## src/rtl/wdt_pkg.sv

```systemverilog
package wdt_pkg;

    localparam int DATA_W    = 32;
    localparam int ADDR_W    = 3;
    localparam int RATIO_W   = 3;

    // Software-visible bit positions
    localparam int EN_BIT      = 8;
    localparam int REFSEL_BIT  = 10;
    localparam int RATIO_LSB   = 16;
    localparam int EXPIRED_BIT = 31;
    localparam int UNMASK_BIT  = 8;
    localparam int SYSMASK_BIT = 10;

    // Register word indices
    localparam logic [ADDR_W-1:0] A_CTRL    = 3'd0;
    localparam logic [ADDR_W-1:0] A_STATUS  = 3'd1;
    localparam logic [ADDR_W-1:0] A_DUR     = 3'd2;
    localparam logic [ADDR_W-1:0] A_UNMASK  = 3'd3;
    localparam logic [ADDR_W-1:0] A_SYSMASK = 3'd4;

    localparam logic [DATA_W-1:0] CTRL_RST    = 32'h0000_0400;
    localparam logic [DATA_W-1:0] SYSMASK_RST = 32'h0000_0400;

    typedef struct packed {
        logic [RATIO_W-1:0] ratio;
        logic               use_ref;
        logic               en;
    } wdt_ctrl_t;

    function automatic wdt_ctrl_t ctrl_decode(input logic [DATA_W-1:0] raw);
        wdt_ctrl_t c;
        c.ratio   = raw[RATIO_LSB +: RATIO_W];
        c.use_ref = raw[REFSEL_BIT];
        c.en      = raw[EN_BIT];
        return c;
    endfunction

endpackage

```

## src/rtl/wdt_regs.sv

```systemverilog
module wdt_regs
    import wdt_pkg::*;
#(
    parameter int CNT_W = 32
) (
    input  logic                 clk,
    input  logic                 rst,
    input  logic                 we_i,
    input  logic [ADDR_W-1:0]    addr_i,
    input  logic [DATA_W-1:0]    wdata_i,
    output logic [DATA_W-1:0]    rdata_o,
    input  logic                 expire_i,
    output wdt_ctrl_t            ctrl_o,
    output logic [CNT_W-1:0]     dur_o,
    output logic                 kick_o,
    output logic                 unmask_o,
    output logic                 sysmask_o,
    output logic                 expired_o
);

    logic [DATA_W-1:0] ctrl_q;
    logic [DATA_W-1:0] unmask_q;
    logic [DATA_W-1:0] sysmask_q;
    logic [CNT_W-1:0]  dur_q;
    logic              expired_q;
    logic              kick_q;
    logic              clr_req;

    assign ctrl_o    = ctrl_decode(ctrl_q);
    assign dur_o     = dur_q;
    assign kick_o    = kick_q;
    assign unmask_o  = unmask_q[UNMASK_BIT];
    assign sysmask_o = sysmask_q[SYSMASK_BIT];
    assign expired_o = expired_q;

    assign clr_req = we_i && (addr_i == A_STATUS) && !wdata_i[EXPIRED_BIT];

    always_ff @(posedge clk) begin
        if (rst) begin
            ctrl_q    <= CTRL_RST;
            unmask_q  <= '0;
            sysmask_q <= SYSMASK_RST;
            dur_q     <= '0;
            expired_q <= 1'b0;
            kick_q    <= 1'b0;
        end else begin
            kick_q <= we_i && (addr_i == A_DUR) && ctrl_o.en;
            if (we_i) begin
                case (addr_i)
                    A_CTRL:    ctrl_q    <= wdata_i;
                    A_DUR:     dur_q     <= wdata_i[CNT_W-1:0];
                    A_UNMASK:  unmask_q  <= wdata_i;
                    A_SYSMASK: sysmask_q <= wdata_i;
                    default:   ;
                endcase
            end
            // a new expiry wins over a clear in the same cycle
            if (expire_i)     expired_q <= 1'b1;
            else if (clr_req) expired_q <= 1'b0;
        end
    end

    always_comb begin
        case (addr_i)
            A_CTRL:    rdata_o = ctrl_q;
            A_STATUS:  rdata_o = {expired_q, {(DATA_W-1){1'b0}}};
            A_DUR:     rdata_o = DATA_W'(dur_q);
            A_UNMASK:  rdata_o = unmask_q;
            A_SYSMASK: rdata_o = sysmask_q;
            default:   rdata_o = '0;
        endcase
    end

    // flag persists unless software writes bit 31 low
    assert_sticky_R5: assert property (@(posedge clk) disable iff (rst)
        expired_q && !clr_req |=> expired_q);

    // an expiry event is always latched
    assert_expiry_latched_R2: assert property (@(posedge clk) disable iff (rst)
        expire_i |=> expired_q);

endmodule

```

## src/rtl/wdt_prescaler.sv

```systemverilog
module wdt_prescaler
    import wdt_pkg::*;
(
    input  logic      clk,
    input  logic      rst,
    input  wdt_ctrl_t ctrl_i,
    input  logic      ref_tick_i,
    output logic      tick_o
);

    // divider reaches 2 * 2^(2^RATIO_W - 1)
    localparam int PRE_W = (2 ** RATIO_W) + 1;

    logic [PRE_W-1:0] pre_cnt;
    logic [PRE_W-1:0] limit;
    wdt_ctrl_t        cfg_q;
    logic             changed;
    logic             div_hit;

    assign limit   = (PRE_W'(2) << ctrl_i.ratio) - PRE_W'(1);
    assign changed = (ctrl_i != cfg_q);
    assign div_hit = !changed && (pre_cnt == limit);
    assign tick_o  = ctrl_i.en && (ctrl_i.use_ref ? ref_tick_i : div_hit);

    always_ff @(posedge clk) begin
        if (rst) begin
            pre_cnt <= '0;
            cfg_q   <= ctrl_decode(CTRL_RST);
        end else begin
            cfg_q <= ctrl_i;
            if (changed || !ctrl_i.en || ctrl_i.use_ref || div_hit)
                pre_cnt <= '0;
            else
                pre_cnt <= pre_cnt + PRE_W'(1);
        end
    end

    // in reference mode only a reference pulse makes a tick
    assert_ref_only_R4: assert property (@(posedge clk) disable iff (rst)
        ctrl_i.use_ref && !ref_tick_i |-> !tick_o);

    // no tick while disabled
    assert_no_tick_off_R9: assert property (@(posedge clk) disable iff (rst)
        !ctrl_i.en |-> !tick_o);

    // a configuration change restarts the divider from zero
    assert_restart_R3: assert property (@(posedge clk) disable iff (rst)
        changed |=> (pre_cnt == '0));

endmodule

```

## src/rtl/wdt_counter.sv

```systemverilog
module wdt_counter #(
    parameter int CNT_W = 32
) (
    input  logic             clk,
    input  logic             rst,
    input  logic             en_i,
    input  logic             tick_i,
    input  logic             kick_i,
    input  logic [CNT_W-1:0] dur_i,
    output logic             expire_o
);

    logic [CNT_W-1:0] cnt;
    logic             en_q;
    logic             fired_q;
    logic             load;

    assign load     = en_i && (!en_q || kick_i);
    assign expire_o = en_i && !load && (cnt == '0) && !fired_q;

    always_ff @(posedge clk) begin
        if (rst) begin
            cnt     <= '0;
            en_q    <= 1'b0;
            fired_q <= 1'b0;
        end else begin
            en_q <= en_i;
            if (load) begin
                cnt     <= dur_i;
                fired_q <= 1'b0;
            end else if (en_i) begin
                if (expire_o) fired_q <= 1'b1;
                if (tick_i && (cnt != '0)) cnt <= cnt - CNT_W'(1);
            end
        end
    end

    // enabling loads the programmed duration
    assert_load_on_enable_R2: assert property (@(posedge clk) disable iff (rst)
        en_i && !en_q |=> cnt == $past(dur_i));

    // counter stays at zero after expiry until reloaded
    assert_hold_zero_R8: assert property (@(posedge clk) disable iff (rst)
        en_i && en_q && !kick_i && (cnt == '0) |=> cnt == '0);

    // count is frozen while disabled
    assert_freeze_R9: assert property (@(posedge clk) disable iff (rst)
        !en_i |=> cnt == $past(cnt));

endmodule

```

## src/rtl/wdt_timer.sv

```systemverilog
module wdt_timer
    import wdt_pkg::*;
#(
    parameter int CNT_W = 32
) (
    input  logic              clk,
    input  logic              rst,
    input  logic              reg_we,
    input  logic [ADDR_W-1:0] reg_addr,
    input  logic [DATA_W-1:0] reg_wdata,
    output logic [DATA_W-1:0] reg_rdata,
    input  logic              ref_tick,
    output logic              reset_req
);

    wdt_ctrl_t        ctrl;
    logic [CNT_W-1:0] dur;
    logic             kick;
    logic             unmask;
    logic             sysmask;
    logic             expired;
    logic             tick;
    logic             expire;
    logic             req_q;

    wdt_regs #(.CNT_W(CNT_W)) u_regs (
        .clk       (clk),
        .rst       (rst),
        .we_i      (reg_we),
        .addr_i    (reg_addr),
        .wdata_i   (reg_wdata),
        .rdata_o   (reg_rdata),
        .expire_i  (expire),
        .ctrl_o    (ctrl),
        .dur_o     (dur),
        .kick_o    (kick),
        .unmask_o  (unmask),
        .sysmask_o (sysmask),
        .expired_o (expired)
    );

    wdt_prescaler u_pre (
        .clk        (clk),
        .rst        (rst),
        .ctrl_i     (ctrl),
        .ref_tick_i (ref_tick),
        .tick_o     (tick)
    );

    wdt_counter #(.CNT_W(CNT_W)) u_cnt (
        .clk      (clk),
        .rst      (rst),
        .en_i     (ctrl.en),
        .tick_i   (tick),
        .kick_i   (kick),
        .dur_i    (dur),
        .expire_o (expire)
    );

    // two independent gates between expiry and the reset request
    always_ff @(posedge clk) begin
        if (rst) req_q <= 1'b0;
        else     req_q <= expire && unmask && !sysmask;
    end

    assign reset_req = req_q;

    // request lasts exactly one cycle
    assert_pulse_width_R7: assert property (@(posedge clk) disable iff (rst)
        reset_req |=> !reset_req);

    // request only with both gates open
    assert_gated_R7: assert property (@(posedge clk) disable iff (rst)
        reset_req |-> $past(unmask && !sysmask));

    // a request always comes with the expired flag
    assert_req_flag_R2: assert property (@(posedge clk) disable iff (rst)
        reset_req |-> expired);

endmodule

```

## config.mk

```make
export PLATFORM = sky130hd
export DESIGN_NAME = wdt_timer
export DESIGN_NICKNAME = d
export VERILOG_FILES = /design/src/rtl/wdt_pkg.sv /design/src/rtl/wdt_regs.sv /design/src/rtl/wdt_prescaler.sv /design/src/rtl/wdt_counter.sv /design/src/rtl/wdt_timer.sv
export SDC_FILE = /design/constraint.sdc
export NUM_CORES = 1
export LEC_CHECK = 0
export ABC_AREA = 1
export BUFFER_PORTS_ARGS = -buffer_cell sky130_fd_sc_hd__buf_4
export CAP_MARGIN = 20
export CORE_ASPECT_RATIO = 1.75
export CORE_MARGIN = 8
export CORE_UTILIZATION = 54
export CTS_BUF_LIST = sky130_fd_sc_hd__clkbuf_16
export DETAILED_ROUTE_END_ITERATION = 7
export GPL_ROUTABILITY_DRIVEN = 1
export GPL_TIMING_DRIVEN = 0
export HOLD_SLACK_MARGIN = 0.03
export PLACE_DENSITY = 0.76
export SYNTH_ARGS = -nofsm -noshare
export SYNTH_HDL_FRONTEND = slang
export SYNTH_SLANG_ARGS = --single-unit
```

## constraint.sdc

```tcl
create_clock -name clk -period 2.1 [get_ports clk]
set_input_delay 0.42 -clock clk [delete_from_list [all_inputs] [get_ports clk]]
set_output_delay 0.42 -clock clk [all_outputs]
set_load 0.1 [all_outputs]
```

* Word-level counts from Yosys, hierarchy flattened
Cells that the tools add are included.
** Operators by class
- Add/sub/neg operators :: 3
- Equality and inequality tests :: 6
- Shift operators :: 1
- Multiplexer cells :: 7
- Reductions and logical operators :: 38
** Operators by type and width (number)
- 32-bit case mux with 5 select lines :: 1
- 32-bit 2-to-1 mux :: 3
- 32-bit logical NOT :: 1
- 32-bit nonzero test :: 1
- 32-bit by 1-bit subtractor with 32-bit output (second input constant) :: 1
- 1-bit logical AND :: 13
- 2-bit AND reduction :: 6
- 9-bit by 1-bit adder with 9-bit output (second input constant) :: 1
- 9-bit equality test :: 1
- 2-bit by 3-bit left shift with 9-bit output (first input constant) :: 1
- 9-bit by 2-bit subtractor with 9-bit output (second input constant) :: 1
- 1-bit logical NOT :: 7
- 3-bit by 2-bit equality test with 1-bit output (second input constant) :: 2
- 2-bit nonzero test :: 3
- 5-bit inequality test :: 1
- 1-bit logical OR :: 4
- 2-bit OR reduction :: 2
- 3-bit by 1-bit equality test with 1-bit output (second input constant) :: 1
- 3-bit equality test (second input constant) :: 1
- 3-bit logical NOT :: 1
- 1-bit 2-to-1 mux :: 3
** Storage, ports and cells
- Register bits after elaboration :: 178
- Input bits :: 39

* Depth between registers and ports, before layout
Gate-level depths: netlist of the first run.
- Depth after elaboration :: 10
- Depth in mapped cells :: 19
- Gate-level depth less buffers :: 18

* Hierarchy
From an unflattened synthesis of the first run, not the netlist that was laid out.
** Unflattened totals
- Cell total of the unflattened synthesis :: 1667
- Area, all modules :: 9889.5 um^2
** Modules (own cells, without submodules)
- wdt_regs :: times used 1, cells an instance 1051, area an instance 6339.8 um^2, sequential area each 2602.5 um^2
- wdt_counter :: times used 1, cells an instance 476, area an instance 2637.5 um^2, sequential area each 680.7 um^2
- wdt_prescaler :: times used 1, cells an instance 134, area an instance 870.8 um^2, sequential area each 280.3 um^2
- wdt_timer :: times used 1, cells an instance 6, area an instance 41.3 um^2, sequential area each 20.0 um^2

* Worst setup path after synthesis of the first run
No wires, ideal clock.
- Kind :: input to output
- Start :: input port reg_addr[1]
- End :: output port reg_rdata[0]
- Data arrival time :: 3.022 ns
- Data required time :: 1.680 ns
- Setup slack :: -1.342 ns
- Stages :: 4
- Buffers on the path :: 1
- Path through :: nor2_1 -> nand2_1 -> clkbuf_1 -> o21ai_0
** On the way
- Cells in the longest elaborated chain, start to end :: 2
- Elaborated cells between the ends (all ways) :: 6
- Those cells by class :: eq/ne: 4; mux: 1; reduce/logical: 1
** Ends and longest elaborated chain
- from (decl) :: line wdt_timer.sv:9 : input logic [ADDR_W-1:0] reg_addr,
- 3-bit equality test, or another cell as far along :: line wdt_regs.sv:64 : case (addr_i)
- 32-bit case mux with 5 select lines (*) :: line wdt_regs.sv:64
- to (decl) :: line wdt_timer.sv:11 : output logic [DATA_W-1:0] reg_rdata,
Mark *: on every way between the ends. The rest lies on a longest branch, timed or not.

* Worst setup path after layout of the first run
- Start :: register u_regs.ctrl_q[17]
- End :: register u_cnt.cnt[28]
** On the way
- Cells in the longest elaborated chain, start to end :: 9
- Elaborated cells between the ends (all ways) :: 11
- Those cells by class :: add/sub: 1; eq/ne: 2; shift: 1; mux: 1; reduce/logical: 6
** Ends and longest elaborated chain
- from (decl) :: line wdt_regs.sv:21 : logic [DATA_W-1:0] ctrl_q;
- from (signal assigned) :: line wdt_regs.sv:50 : A_CTRL: ctrl_q <= wdata_i;
- 2-bit by 3-bit left shift with 9-bit output :: line wdt_prescaler.sv:20 : assign limit = (PRE_W'(2) << ctrl_i.ratio) - PRE_W'(1);
- 9-bit by 2-bit subtractor with 9-bit output :: line wdt_prescaler.sv:20
- 9-bit equality test :: line wdt_prescaler.sv:22 : assign div_hit = !changed && (pre_cnt == limit);
- 1-bit logical AND (*) :: line wdt_prescaler.sv:22
- 1-bit 2-to-1 mux (*) :: line wdt_prescaler.sv:23 : assign tick_o = ctrl_i.en && (ctrl_i.use_ref ? ref_tick_i : div_hit);
- 1-bit logical AND (*) :: line wdt_prescaler.sv:23
- 1-bit logical AND (*) :: line wdt_counter.sv:33 : if (tick_i && (cnt != '0)) cnt <= cnt - CNT_W'(1);
- 2-bit nonzero test (no line) (*)
- 2-bit AND reduction (no line) (*)
- to (signal assigned) :: line wdt_counter.sv:29 : cnt <= dur_i;
- to (signal assigned) :: line wdt_counter.sv:33
- to (decl) :: line wdt_counter.sv:13 : logic [CNT_W-1:0] cnt;
Marked as above.
A chain may end at the register's enable or synchronous reset.

==> flow_metrics.env, run 1 <==
export IMPL_outcome="finished, violations left"
export IMPL_violations="negative setup slack"
export IMPL_placement_io_buffers=70
export IMPL_die_area_mm2=0.01986
export IMPL_worstSetupEndpointType="register"
export IMPL_setup_skew_ns=0.009590
export IMPL_post_dp_cell_area_mm2=0.009499
export IMPL_post_route_cells_drive_above_1_share_pct=16.82
export IMPL_finalWirelength_um=27980
export IMPL_combPwrFrac_pct=24.2
export IMPL_wire_per_inst_um=18.43
export IMPL_required_ns=2.45
export IMPL_max_slew_margin_rel_pct=55.66
export IMPL_n_fill_cell=1303
export IMPL_final_hold_violation_count=0
export IMPL_cellInternalPower_mw=5.843
export IMPL_synth_warnings=0
export IMPL_min_delay_path_class="primary input to register"
export IMPL_antenna_found_initial=0
export IMPL_swShare_pct=34.19
export IMPL_p_total_mw=8.879
export IMPL_rrSetupSlack_ns=-0.07
export IMPL_grt_pass1_wl_um=43350
export IMPL_final_util_pct=69.79
export IMPL_initialDrtViolationCount=586
export IMPL_fin_crit_ns=2.172
export IMPL_drc=0
export IMPL_worst_pin_slew_ns=0.6651
export IMPL_count_of_pins_on_the_block_boundary=72
export IMPL_final_nets=1361
export IMPL_min_period_over_period_pct=103.4
export IMPL_p_switching_mw=3.036
export IMPL_post_place_setup_slack_ns=-0.4928
export IMPL_clock_latency_ns=0.43
export IMPL_core_area_mm2=0.01524
export IMPL_setup_viol=30
export IMPL_synth_seq_cells=178
export IMPL_clk_root_buffer_cell="sky130_fd_sc_hd__clkbuf_16"
export IMPL_syn_area_mm2=0.008354
export IMPL_gr_util_all_layers_pct=27.77
export IMPL_regToRegEndpoint="u_cnt.cnt[28]$_SDFFE_PP0P_"
export IMPL_route_detailed_vias_per_inst=5.804
export IMPL_syn_instance_count=1221
export IMPL_rr_worst_depth=18
export IMPL_route_vias_total=8811
export IMPL_dp_cells=1477
export IMPL_number_of_buffers_inserted_during_clock_tree_synthesis=17
export IMPL_placementRows=60
export IMPL_fin_area_mm2=0.01064
export IMPL_setup_repair_after_global_routing_missed_its_margin="true"
export IMPL_clkSlewWorstSetupHoldPaths_ns=0.07
export IMPL_setup_worst_path_class="register to register"
export IMPL_max_freq_mhz=460.4
export IMPL_ctsLongestPathBuffers=2
export IMPL_insertedDiodeCount=0
export IMPL_die_y_um=180.5
export IMPL_setup_tns_final_ns=-1.139
export IMPL_vdd_ir_drop_worst_v=0.0005353
export IMPL_worst_setup_path_startpoint="u_regs.ctrl_q[17]$_SDFFE_PP0P_"
export IMPL_synth_avg_cell_area_um2=6.842
export IMPL_worst_hold_startpoint="reg_wdata[28]"
export IMPL_cts_tree="built"
export IMPL_pin_count_of_the_biggest_net_entering_global_routing=19
export IMPL_crit_arrival_ns=2.52
export IMPL_min_path_cells=3
export IMPL_finalWorstSetupSlack_ns=-0.07212
export IMPL_drt_pass1_iter_count=8
export IMPL_critical_path_fanout_max=8
export IMPL_number_of_standard_cells_in_the_layout_taps_in_and_fillers_out=1518
export IMPL_layout_area_overhead_vs_synth_pct=27.30
export IMPL_power_per_cell_area_mw_per_mm2=834.8
export IMPL_worstReg2RegStart="u_regs.ctrl_q[17]$_SDFFE_PP0P_"
export IMPL_floorplan_initialDensity_pct=54.82
export IMPL_final_antenna_net_count=0
export IMPL_seq_area_frac_synth_pct=42.65
export IMPL_sequential_group_share_of_total_power_pct=40.8
export IMPL_h_tree_depth=4
export IMPL_power_static_leakage_nw=4.162
export IMPL_final_hold_worst_slack_ns=0.2321
export IMPL_crit_path_start_kind="register"
export IMPL_die_width_um=110.0
export IMPL_cts_sinks=178
export IMPL_syn_nets=1263
export IMPL_yosys_cell_types_count=32
export IMPL_worst_hold_path_endpoint="u_regs.dur_o[28]$_SDFFE_PP0P_"
export IMPL_power_share_clock_pct=35.0
export IMPL_grt_pass1_vias=8594
export IMPL_gpl_final_weighted_congestion=0.9822
export IMPL_total_congestion_overflow_after_global_routing=0
export IMPL_drv_max_cap_violation_count=0
export IMPL_slew_viol_final=0
export IMPL_place_hpwl_um=19760
## state kept, by name, summed over array words and instances, names as in the netlist
register and cells:
u_cnt.cnt 32, u_regs.dur_o 32, u_regs.sysmask_q 32, u_pre.pre_cnt 9, u_regs.unmask_q 32, u_pre.cfg_q 5
u_regs.ctrl_q 32, u_cnt.fired_q 1, u_regs.expired_o 1, reset_req 1, u_regs.kick_o 1
## per-layer routing
metal | GRT usage, % | part of all wire, % | vias to the layer above
li1 | - | - | 4209
met1 | 29.68 | 37 | 4094
met2 | 48.61 | 52 | 395
met3 | 4.979 | 5.9 | 113
met4 | 16.09 | 5.6 | 0
met5 | 0 | 0 | -
## power groups by stage
stage	clock (mW)	combinational, mW	sequential (mW)
after detailed placement	0	1.96	3.69
after global placement	0	1.94	3.69
after global routing	3.25	2.37	3.63
after CTS	3.11	2.04	3.62
final	3.11	2.14	3.62
after floorplan	0	1.49	3.66
## worst max-delay path, stage by stage, from the launching register on
cell                      delay (ns)
sky130_fd_sc_hd__dfxtp_4        0.40
sky130_fd_sc_hd__inv_6          0.06
sky130_fd_sc_hd__nand3_4        0.07
sky130_fd_sc_hd__ha_4           0.17
sky130_fd_sc_hd__inv_1          0.06
sky130_fd_sc_hd__nand2_1        0.06
sky130_fd_sc_hd__nand2_1        0.06
sky130_fd_sc_hd__nand2_1        0.07
sky130_fd_sc_hd__nand2_1        0.07
sky130_fd_sc_hd__nor2_2         0.10
sky130_fd_sc_hd__nand2_1        0.06
sky130_fd_sc_hd__nor2_1         0.11
sky130_fd_sc_hd__nand2_1        0.10
sky130_fd_sc_hd__nand2_2        0.12
sky130_fd_sc_hd__nand2_4        0.11
sky130_fd_sc_hd__nand2_8        0.14
sky130_fd_sc_hd__buf_8          0.14
sky130_fd_sc_hd__nand2_1        0.05
sky130_fd_sc_hd__a21oi_1        0.14
## kinds of logic (layout without fill, tap and decap cells)
family	Yosys count	in the layout	share of synthesized area, %
AOI/OAI and AO/OA	371	371	22.97
xor gates and xnor gates	28	28	2.935
adders and majority gates	3	3	0.4494
buffers and inverters	213	324	9.915
DFF	178	178	42.65
and+or+nand+nor	428	428	21.07
## layout make-up
class / count / area [µm²] / area share [%]
sequential: 178 / 3572 / 33.59
clock inverter: 15 / 142.6 / 1.341
inverter: 141 / 560.5 / 5.271
buffer: 71 / 399.1 / 3.753
timing repair buffer: 80 / 803.3 / 7.553
clock buffer: 17 / 425.4 / 4.000
tap: 186 / 232.7 / 2.188
multi-input combinational: 830 / 4499 / 42.31
## synth_stat cells
library cell | count | area [µm²]
sky130_fd_sc_hd__dfxtp_1 | 178 | 3563
sky130_fd_sc_hd__nor2_2 | 2 | 12.51
sky130_fd_sc_hd__buf_4 | 7 | 52.55
sky130_fd_sc_hd__o31ai_1 | 1 | 7.510
sky130_fd_sc_hd__nand3_1 | 62 | 310.3
sky130_fd_sc_hd__nor3_1 | 4 | 20.02
sky130_fd_sc_hd__ha_1 | 3 | 37.54
sky130_fd_sc_hd__nor4_1 | 2 | 12.51
sky130_fd_sc_hd__a21oi_1 | 161 | 805.8
sky130_fd_sc_hd__o22ai_1 | 31 | 193.9
sky130_fd_sc_hd__a31oi_1 | 2 | 12.51
sky130_fd_sc_hd__a221oi_1 | 2 | 17.52
sky130_fd_sc_hd__inv_1 | 135 | 506.7
sky130_fd_sc_hd__or2_2 | 1 | 6.260
sky130_fd_sc_hd__clkinv_1 | 3 | 11.26
sky130_fd_sc_hd__o21ai_0 | 168 | 840.8
sky130_fd_sc_hd__xnor2_1 | 16 | 140.1
sky130_fd_sc_hd__clkbuf_1 | 65 | 244.0
sky130_fd_sc_hd__nor3b_1 | 2 | 15.01
sky130_fd_sc_hd__o311ai_0 | 1 | 8.760
sky130_fd_sc_hd__nand2_1 | 191 | 716.9
sky130_fd_sc_hd__nor2_4 | 1 | 11.26
sky130_fd_sc_hd__nand2_2 | 2 | 12.51
sky130_fd_sc_hd__nand3b_1 | 3 | 22.52
sky130_fd_sc_hd__nand4_1 | 8 | 50.05
sky130_fd_sc_hd__o21ai_1 | 2 | 10.01
sky130_fd_sc_hd__nor2_1 | 149 | 559.3
sky130_fd_sc_hd__nand2_4 | 1 | 11.26
sky130_fd_sc_hd__inv_2 | 2 | 7.510
sky130_fd_sc_hd__xor2_1 | 12 | 105.1
sky130_fd_sc_hd__o211ai_1 | 3 | 22.52
sky130_fd_sc_hd__inv_4 | 1 | 6.260
## layout by cell type (no fill, tap or decap), types with 24 or more instances in the layout
cell                       synthesis  layout
sky130_fd_sc_hd__nor2_1          149     147
sky130_fd_sc_hd__o21ai_4           0      29
sky130_fd_sc_hd__a21oi_1         161     136
sky130_fd_sc_hd__clkbuf_1         65      51
sky130_fd_sc_hd__nand2_1         191     176
sky130_fd_sc_hd__dfxtp_1         178     175
sky130_fd_sc_hd__inv_1           135     132
sky130_fd_sc_hd__o21ai_0         168     137
sky130_fd_sc_hd__o22ai_1          31      31
sky130_fd_sc_hd__a21oi_2           0      25
sky130_fd_sc_hd__buf_4             7      51
sky130_fd_sc_hd__nand3_1          62      60
sky130_fd_sc_hd__buf_6             0      24
## what timing repair did
item,4_1_cts,5_1_grt
setup endpoints to repair,65,66
pin swaps,8,10
hold buffers,0,0
setup buffers,5,2
cloned,2,1
gates resized for setup,77,69
## how the worst max path moves through the flow
stage,endpoint,slack (ns),depth (start not counted)
2_1_floorplan,reg_rdata[31],-0.50,4
3_3_place_gp,reg_rdata[15],-0.55,8
3_5_place_dp,reg_rdata[15],-0.49,8
4_1_cts,u_cnt.cnt[28]$_SDFFE_PP0P_,-0.03,18
5_1_grt,u_cnt.cnt[24]$_SDFFE_PP0P_,-0.26,16
6_report,u_cnt.cnt[28]$_SDFFE_PP0P_,-0.07,18
Note: power is estimated with default switching activity, not from simulation.
==> inputs of run 2 (changes only) <==
ABC_AREA = not set   (was 1)
CORE_UTILIZATION = 55   (was 54)
PLACE_DENSITY = not set   (was 0.76)
PLACE_DENSITY_LB_ADDON = 0.25   (was not set)
clock period = 2.35 ns   (was 2.1 ns; I/O delays follow)
==> flow_metrics.env, run 2 <==
export IMPL_crit_arrival_ns=3.25
export IMPL_place_hpwl_um=18960
export IMPL_synth_warnings=0
export IMPL_placementRows=58
export IMPL_most_common_layout_cells="sky130_fd_sc_hd__nand2_1, sky130_fd_sc_hd__dfxtp_1, sky130_fd_sc_hd__a21oi_1, sky130_fd_sc_hd__buf_4, sky130_fd_sc_hd__clkbuf_1"
export IMPL_number_of_buffers_inserted_during_clock_tree_synthesis=17
export IMPL_yosys_cell_types_count=66
export IMPL_ctsLongestPathBuffers=2
export IMPL_cts_sinks=178
export IMPL_max_freq_mhz=340.9
export IMPL_final_antenna_net_count=0
export IMPL_synth_top_area_share_pct=44.27
export IMPL_gr_util_all_layers_pct=30.17
export IMPL_yosys_cell_count_top_type="sky130_fd_sc_hd__nand2_1"
export IMPL_drt_pass1_iter_count=6
export IMPL_fin_crit_ns=2.933
export IMPL_violations="negative setup slack"
export IMPL_worstReg2RegStart="u_regs.ctrl_q[16]$_SDFFE_PP0P_"
export IMPL_synth_top_area_cell="sky130_fd_sc_hd__dfxtp_1"
export IMPL_seq_area_frac_synth_pct=44.27
export IMPL_setup_repair_after_global_routing_missed_its_margin="true"
export IMPL_max_slew_margin_rel_pct=36.77
export IMPL_die_area_mm2=0.01891
export IMPL_rrSetupSlack_ns=-0.58
export IMPL_worstSetupEndpointType="register"
export IMPL_post_route_cells_drive_above_1_share_pct=24.40
export IMPL_critical_path_fanout_max=8
export IMPL_grt_pass1_vias=8368
export IMPL_required_ns=2.67
export IMPL_wire_per_inst_um=22.12
export IMPL_layout_area_seq_mm2=0.003582
export IMPL_pin_count_of_the_biggest_net_entering_global_routing=20
export IMPL_final_util_pct=73.05
export IMPL_outcome="finished, violations left"
export IMPL_edff_count_synth=0
export IMPL_cts_tree="built"
export IMPL_layout_area_overhead_vs_synth_pct=30.41
export IMPL_core_area_mm2=0.01437
export IMPL_finalWirelength_um=29820
export IMPL_syn_nets=1071
export IMPL_worst_hold_startpoint="reg_wdata[10]"
export IMPL_die_width_um=107.4
export IMPL_final_nets=1197
export IMPL_dp_cells=1279
export IMPL_clk_root_buffer_cell="sky130_fd_sc_hd__clkbuf_16"
export IMPL_multi_input_comb_area_mm2=0.004592
export IMPL_setup_worst_path_class="register to register"
export IMPL_crit_path_start_kind="register"
export IMPL_synth_seq_cells=178
export IMPL_slew_viol_final=0
export IMPL_worst_pin_slew_ns=0.9411
export IMPL_syn_area_mm2=0.008049
export IMPL_power_static_leakage_nw=3.862
export IMPL_antenna_found_initial=1
export IMPL_min_delay_path_class="primary input to register"
export IMPL_setup_viol=44
export IMPL_die_y_um=176.0
export IMPL_count_of_pins_on_the_block_boundary=72
export IMPL_mostFrequentLayoutCell="sky130_fd_sc_hd__nand2_1"
export IMPL_insertedDiodeCount=0
export IMPL_route_vias_total=8688
export IMPL_setup_skew_ns=0.01363
export IMPL_p_total_mw=6.788
export IMPL_synth_avg_cell_area_um2=7.822
export IMPL_drv_max_cap_violation_count=0
export IMPL_clock_latency_ns=0.44
export IMPL_n_fill_cell=1081
export IMPL_finalWorstSetupSlack_ns=-0.5832
export IMPL_grt_pass1_wl_um=44750
export IMPL_dominantRegCellSynth="sky130_fd_sc_hd__dfxtp_1"
export IMPL_total_congestion_overflow_after_global_routing=0
export IMPL_synth_top_cells_by_count="sky130_fd_sc_hd__nand2_1, sky130_fd_sc_hd__dfxtp_1, sky130_fd_sc_hd__a21oi_1"
export IMPL_placement_io_buffers=70
export IMPL_h_tree_depth=4
export IMPL_async_flop_share_pct=0
export IMPL_final_hold_violation_count=0
export IMPL_drc=0
export IMPL_initialDrtViolationCount=902
export IMPL_syn_instance_count=1029
export IMPL_vdd_ir_drop_worst_v=0.0006519
export IMPL_floorplan_initialDensity_pct=56.02
export IMPL_largest_cells_by_area_after_synthesis="sky130_fd_sc_hd__dfxtp_1, sky130_fd_sc_hd__nand2_1, sky130_fd_sc_hd__a21oi_1"
export IMPL_min_period_over_period_pct=124.8
export IMPL_power_per_cell_area_mw_per_mm2=646.7
export IMPL_clkSlewWorstSetupHoldPaths_ns=0.08
export IMPL_post_place_setup_slack_ns=-0.9170
export IMPL_worst_setup_path_startpoint="u_regs.ctrl_q[16]$_SDFFE_PP0P_"
export IMPL_number_of_standard_cells_in_the_layout_taps_in_and_fillers_out=1348
export IMPL_route_detailed_vias_per_inst=6.445
export IMPL_gpl_final_weighted_congestion=0.9887
[run 2: through the flow]
stage,hold WS [ns],setup TNS (ns),area [µm²]
CTS,0.2794,-16.03,10150
finish,0.2804,-17.62,10500
global placement,0.4408,-40.39,8971
global route,0.2841,-22.10,10500
detailed placement,0.4447,-43.01,8971
floorplan,0.4261,-11.42,8220
[run 2: kinds of logic (layout without fill, tap and decap cells)]
group / after synthesis / count (layout) / share of synthesized area [%]
compound gates: 283 / 283 / 23.18
xor+xnor: 22 / 22 / 2.394
fa+ha+maj: 3 / 3 / 0.4664
buf+inv: 95 / 234 / 4.524
flops: 178 / 178 / 44.27
mux: 2 / 2 / 0.2643
simple gates: 446 / 446 / 24.90
[run 2: report_power, final]
| part | leakage, nW | total, mW | internal, mW | switching (mW) |
|---|---|---|---|---|
| clock | 0.293 | 2.92 | 1.53 | 1.39 |
| combinational | 2.13 | 0.757 | 0.265 | 0.492 |
| sequential | 1.44 | 3.11 | 3.06 | 0.0439 |
| total | 3.86 | 6.79 | 4.86 | 1.93 |
[run 2: final timing paths]
kind                                                    endpoint  depth (start not counted)
worst max register to register         u_cnt.cnt[8]$_SDFFE_PP0P_                         13
worst min-delay path              u_regs.ctrl_q[10]$_SDFFE_PP1P_                          2
worst max-delay path                   u_cnt.cnt[8]$_SDFFE_PP0P_                         13
worst min register to register  u_regs.unmask_q[18]$_SDFFE_PP0P_                          2
[run 2: per-layer routing]
layer | GRT usage, % | wire length (µm) | vias up
met5 | 0 | 13 | -
met1 | 32.21 | 10330 | 4089
met4 | 21.00 | 2128 | 2
li1 | - | - | 3867
met3 | 6.134 | 2427 | 174
met2 | 51.78 | 14910 | 556
[run 2: worst max-delay path, cell delays in order (launching register included)]
cell                        delay [ns]
sky130_fd_sc_hd__dfxtp_4          0.35
sky130_fd_sc_hd__clkbuf_16        0.13
sky130_fd_sc_hd__or3_4            0.39
sky130_fd_sc_hd__ha_4             0.21
sky130_fd_sc_hd__buf_6            0.13
sky130_fd_sc_hd__nand4_1          0.16
sky130_fd_sc_hd__o31ai_4          0.12
sky130_fd_sc_hd__o311ai_4         0.47
sky130_fd_sc_hd__buf_4            0.21
sky130_fd_sc_hd__a21oi_4          0.06
sky130_fd_sc_hd__buf_6            0.15
sky130_fd_sc_hd__buf_8            0.14
sky130_fd_sc_hd__a22oi_1          0.18
sky130_fd_sc_hd__o21ai_1          0.11
[run 2: layout make-up]
class                   count  share of cell area, %
clock inverters            15                  1.764
flip-flops and latches    178                  34.13
multi-input cells         756                  43.75
well taps                 180                  2.146
repair buffers            111                  9.310
plain buffers              74                  4.208
clock buffers              17                  4.053
inverters                  17                 0.6437
[run 2: what timing repair did]
action | 4_1_cts | 5_1_grt
gates resized for setup | 100 | 71
pin swaps | 34 | 21
endpoints found under the setup margin | 74 | 74
endpoints found under the hold margin | 0 | 0
cloned | 4 | 0
buffers inserted | 27 | 12
hold buffers | 0 | 0
==> inputs of run 3 (changes only) <==
SYNTH_HIERARCHICAL = 1   (was not set)
==> flow_metrics.env, run 3 <==
export IMPL_crit_arrival_ns=3.73
export IMPL_max_slew_margin_rel_pct=49.49
export IMPL_die_area_mm2=0.01939
export IMPL_finalWorstSetupSlack_ns=-1.045
export IMPL_synth_warnings=6
export IMPL_route_vias_total=8182
export IMPL_cts_sinks=179
export IMPL_synthAdderAreaFrac_pct=0.4534
export IMPL_outcome="finished, violations left"
export IMPL_core_area_mm2=0.01484
export IMPL_seq_area_frac_synth_pct=43.29
export IMPL_min_delay_path_class="primary input to register"
export IMPL_fin_area_mm2=0.01026
export IMPL_setup_worst_path_class="register to register"
export IMPL_power_per_cell_area_mw_per_mm2=662.7
export IMPL_syn_area_mm2=0.008278
export IMPL_synth_top_area_cell="sky130_fd_sc_hd__dfxtp_1"
export IMPL_clkSlewWorstSetupHoldPaths_ns=0.08
export IMPL_vdd_ir_drop_worst_v=0.0004779
export IMPL_wirelength_met1_um=9857
export IMPL_pin_count_of_the_biggest_net_entering_global_routing=19
export IMPL_largest_cells_by_area_after_synthesis="sky130_fd_sc_hd__dfxtp_1, sky130_fd_sc_hd__nand2_1, sky130_fd_sc_hd__a21oi_1"
export IMPL_dp_cells=1284
export IMPL_syn_nets=1072
export IMPL_worstPathCellList="buf_8 > or3_4 > ha_4 > xor2_1 > nand3b_1 > nor4_2 > nand4_1 > o31ai_4 > and2_4 > buf_6 > o31ai_4 > or4_1 > a311oi_1"
export IMPL_cellInternalPower_mw=4.870
export IMPL_slew_viol_final=0
export IMPL_critical_path_fanout_max=5
export IMPL_sequential_group_share_of_total_power_pct=46.2
export IMPL_routed_wl_met2_um=13710
export IMPL_floorplan_initialDensity_pct=55.79
export IMPL_post_dp_cell_area_mm2=0.009235
export IMPL_placement_io_buffers=71
export IMPL_yosys_cell_types_count=66
export IMPL_synth_avg_cell_area_um2=8.037
export IMPL_drv_max_cap_violation_count=0
export IMPL_drc=0
export IMPL_final_util_pct=69.17
export IMPL_place_hpwl_um=18590
export IMPL_number_of_buffers_inserted_during_clock_tree_synthesis=17
export IMPL_die_width_um=108.7
export IMPL_synth_top_area_share_pct=43.29
export IMPL_swShare_pct=28.40
export IMPL_worst_pin_slew_ns=0.7576
export IMPL_min_period_over_period_pct=144.5
export IMPL_total_congestion_overflow_after_global_routing=0
export IMPL_cts_tree="built"
export IMPL_placementRows=59
export IMPL_max_freq_mhz=294.6
export IMPL_finalWirelength_um=26590
export IMPL_worstSetupEndpointType="register"
export IMPL_drt_pass1_iter_count=5
export IMPL_most_common_layout_cells="sky130_fd_sc_hd__nand2_1, sky130_fd_sc_hd__dfxtp_1, sky130_fd_sc_hd__a21oi_1, sky130_fd_sc_hd__buf_4, sky130_fd_sc_hd__a22oi_1"
export IMPL_dominantRegCellSynth="sky130_fd_sc_hd__dfxtp_1"
export IMPL_combPwrFrac_pct=11.5
export IMPL_mostFrequentLayoutCell="sky130_fd_sc_hd__nand2_1"
export IMPL_violations="negative setup slack"
export IMPL_ctsLongestPathBuffers=2
export IMPL_h_tree_depth=4
export IMPL_setup_skew_ns=0.01310
export IMPL_p_switching_mw=1.931
export IMPL_clk_root_buffer_cell="sky130_fd_sc_hd__clkbuf_16"
export IMPL_critical_path_top_cell_by_count="sky130_fd_sc_hd__o31ai_4"
export IMPL_power_share_clock_pct=42.2
export IMPL_grt_pass1_vias=8033
export IMPL_wire_per_inst_um=20.01
export IMPL_post_route_cells_drive_above_1_share_pct=22.43
export IMPL_synth_top_family_by_area="simple AND/OR/NAND/NOR gates"
export IMPL_final_hold_worst_slack_ns=0.3034
export IMPL_critical_path_top_delay_family="simple AND/OR/NAND/NOR gates"
export IMPL_number_of_standard_cells_in_the_layout_taps_in_and_fillers_out=1329
export IMPL_die_y_um=178.3
export IMPL_layout_area_overhead_vs_synth_pct=23.99
export IMPL_area_fraction_in_compound_gates_after_synthesis_pct=20.71
export IMPL_worst_setup_path_startpoint="u_regs/ctrl_q[17]$_SDFFE_PP0P_"
export IMPL_syn_instance_count=1030
export IMPL_power_static_leakage_nw=3.784
export IMPL_initialDrtViolationCount=698
export IMPL_fin_crit_ns=3.395
export IMPL_final_nets=1175
export IMPL_async_flop_share_pct=0
export IMPL_final_hold_violation_count=0
export IMPL_synth_top_cells_by_count="sky130_fd_sc_hd__nand2_1, sky130_fd_sc_hd__dfxtp_1, sky130_fd_sc_hd__a21oi_1"
export IMPL_clock_latency_ns=0.43
export IMPL_edff_count_synth=0
export IMPL_setup_repair_after_global_routing_missed_its_margin="true"
export IMPL_gr_util_all_layers_pct=27.43
export IMPL_antenna_found_initial=0
export IMPL_basic_gate_share_of_the_synthesized_area_counting_and_or_nand_and_nor_cells_pct=26.28
export IMPL_met3_wirelength_um=1656
export IMPL_crit_path_start_kind="register"
export IMPL_final_antenna_net_count=0
export IMPL_worst_path_max_delay_cell="sky130_fd_sc_hd__or4_1"
export IMPL_count_of_pins_on_the_block_boundary=72
export IMPL_dr_max_layer_used="met4"
export IMPL_setup_viol=32
export IMPL_muxShareOfSynthArea_pct=0.4081
export IMPL_synth_seq_cells=179
export IMPL_gpl_final_weighted_congestion=0.9962
export IMPL_post_place_setup_slack_ns=-1.372
export IMPL_insertedDiodeCount=0
export IMPL_yosys_area_share_xor_xnor_pct=2.539
export IMPL_route_detailed_vias_per_inst=6.157
export IMPL_critical_path_buf_inv_count=2
export IMPL_n_fill_cell=1236
export IMPL_worstReg2RegStart="u_regs/ctrl_q[17]$_SDFFE_PP0P_"
export IMPL_critPathMaxStageDelay_ns=0.53
export IMPL_worst_hold_startpoint="reg_wdata[3]"
export IMPL_yosys_cell_count_top_type="sky130_fd_sc_hd__nand2_1"
export IMPL_required_ns=2.68
export IMPL_grt_pass1_wl_um=41480
## run 3: changes by cell type after synthesis, moves of 15 or more
| cell | previous run | this run |
|---|---|---|
| sky130_fd_sc_hd__a22oi_1 | 17 | 63 |
| sky130_fd_sc_hd__clkbuf_1 | 74 | 40 |
| sky130_fd_sc_hd__buf_6 | 0 | 15 |
| sky130_fd_sc_hd__a22o_1 | 31 | 0 |
| sky130_fd_sc_hd__a221o_1 | 32 | 0 |
| sky130_fd_sc_hd__buf_2 | 3 | 22 |
## run 3: worst paths after layout
kind | to | slack (ns) | cells after the start
worst max-delay path | u_cnt/cnt[25]$_SDFFE_PP0P_ | -1.04 | 13
worst min-delay path | u_regs/unmask_q[3]$_SDFFE_PP0P_ | 0.30 | 3
worst max register to register | u_cnt/cnt[25]$_SDFFE_PP0P_ | -1.04 | 13
worst min register to register | u_regs/sysmask_q[30]$_SDFFE_PP0P_ | 0.46 | 2
## run 3: metal layers
layer	track usage, %	up-vias
met5	0	-
li1	-	3831
met4	16.06	0
met2	48.59	376
met1	29.68	3878
met3	4.559	97
## run 3: layout make-up
cell class              count  area, µm²  area share (%)
flip-flops and latches    179       3590           34.97
clock inverters            15      168.9           1.646
inverters                   7      26.28          0.2560
well taps                 183      229.0           2.231
clock buffers              17      425.4           4.145
multi-input cells         758       4516           44.00
plain buffers              82      531.8           5.181
repair buffers             88      777.0           7.570
## run 3: cells by family (layout without fill, tap and decap cells)
logic type               after synthesis  count (layout)
AND/OR/NAND/NOR                      462             462
flip-flops                           179             179
multiplexers                           3               3
adder cells (fa/ha/maj)                3               3
buffers and inverters                 93             209
AO/OA/AOI/OAI                        266             266
XOR/XNOR                              24              24
## run 3: worst reg2reg max path, cell delays in order, from the launching register on
cell and delay [ns]:
sky130_fd_sc_hd__dfxtp_2 0.35, sky130_fd_sc_hd__buf_8 0.12, sky130_fd_sc_hd__or3_4 0.37, sky130_fd_sc_hd__ha_4 0.28, sky130_fd_sc_hd__xor2_1 0.14, sky130_fd_sc_hd__nand3b_1 0.10, sky130_fd_sc_hd__nor4_2 0.20, sky130_fd_sc_hd__nand4_1 0.19
sky130_fd_sc_hd__o31ai_4 0.29, sky130_fd_sc_hd__and2_4 0.23, sky130_fd_sc_hd__buf_6 0.10, sky130_fd_sc_hd__o31ai_4 0.10, sky130_fd_sc_hd__or4_1 0.53, sky130_fd_sc_hd__a311oi_1 0.29
## run 3: power by group through the flow
stage | logic (mW) | clock network (mW) | registers (mW)
finish | 0.782 | 2.87 | 3.15
global route | 0.830 | 3.02 | 3.15
CTS | 0.735 | 2.90 | 3.14
detailed placement | 0.702 | 0 | 3.21
global placement | 0.697 | 0 | 3.21
floorplan | 0.462 | 0 | 3.20
## run 3: through the flow
stage / total power [mW] / setup TNS [ns]
CTS: 6.781 / -30.13
global route: 7.000 / -32.83
floorplan: 3.657 / -19.35
detailed placement: 3.914 / -43.06
finish: 6.801 / -29.06
global placement: 3.907 / -40.56
## run 3: what timing repair did
item,4_1_cts,5_1_grt
pin swaps,14,7
hold buffers,0,0
cloned,0,0
gates resized for setup,47,38
setup endpoints to repair,64,59
hold endpoints to repair,0,0
buffers inserted,12,5
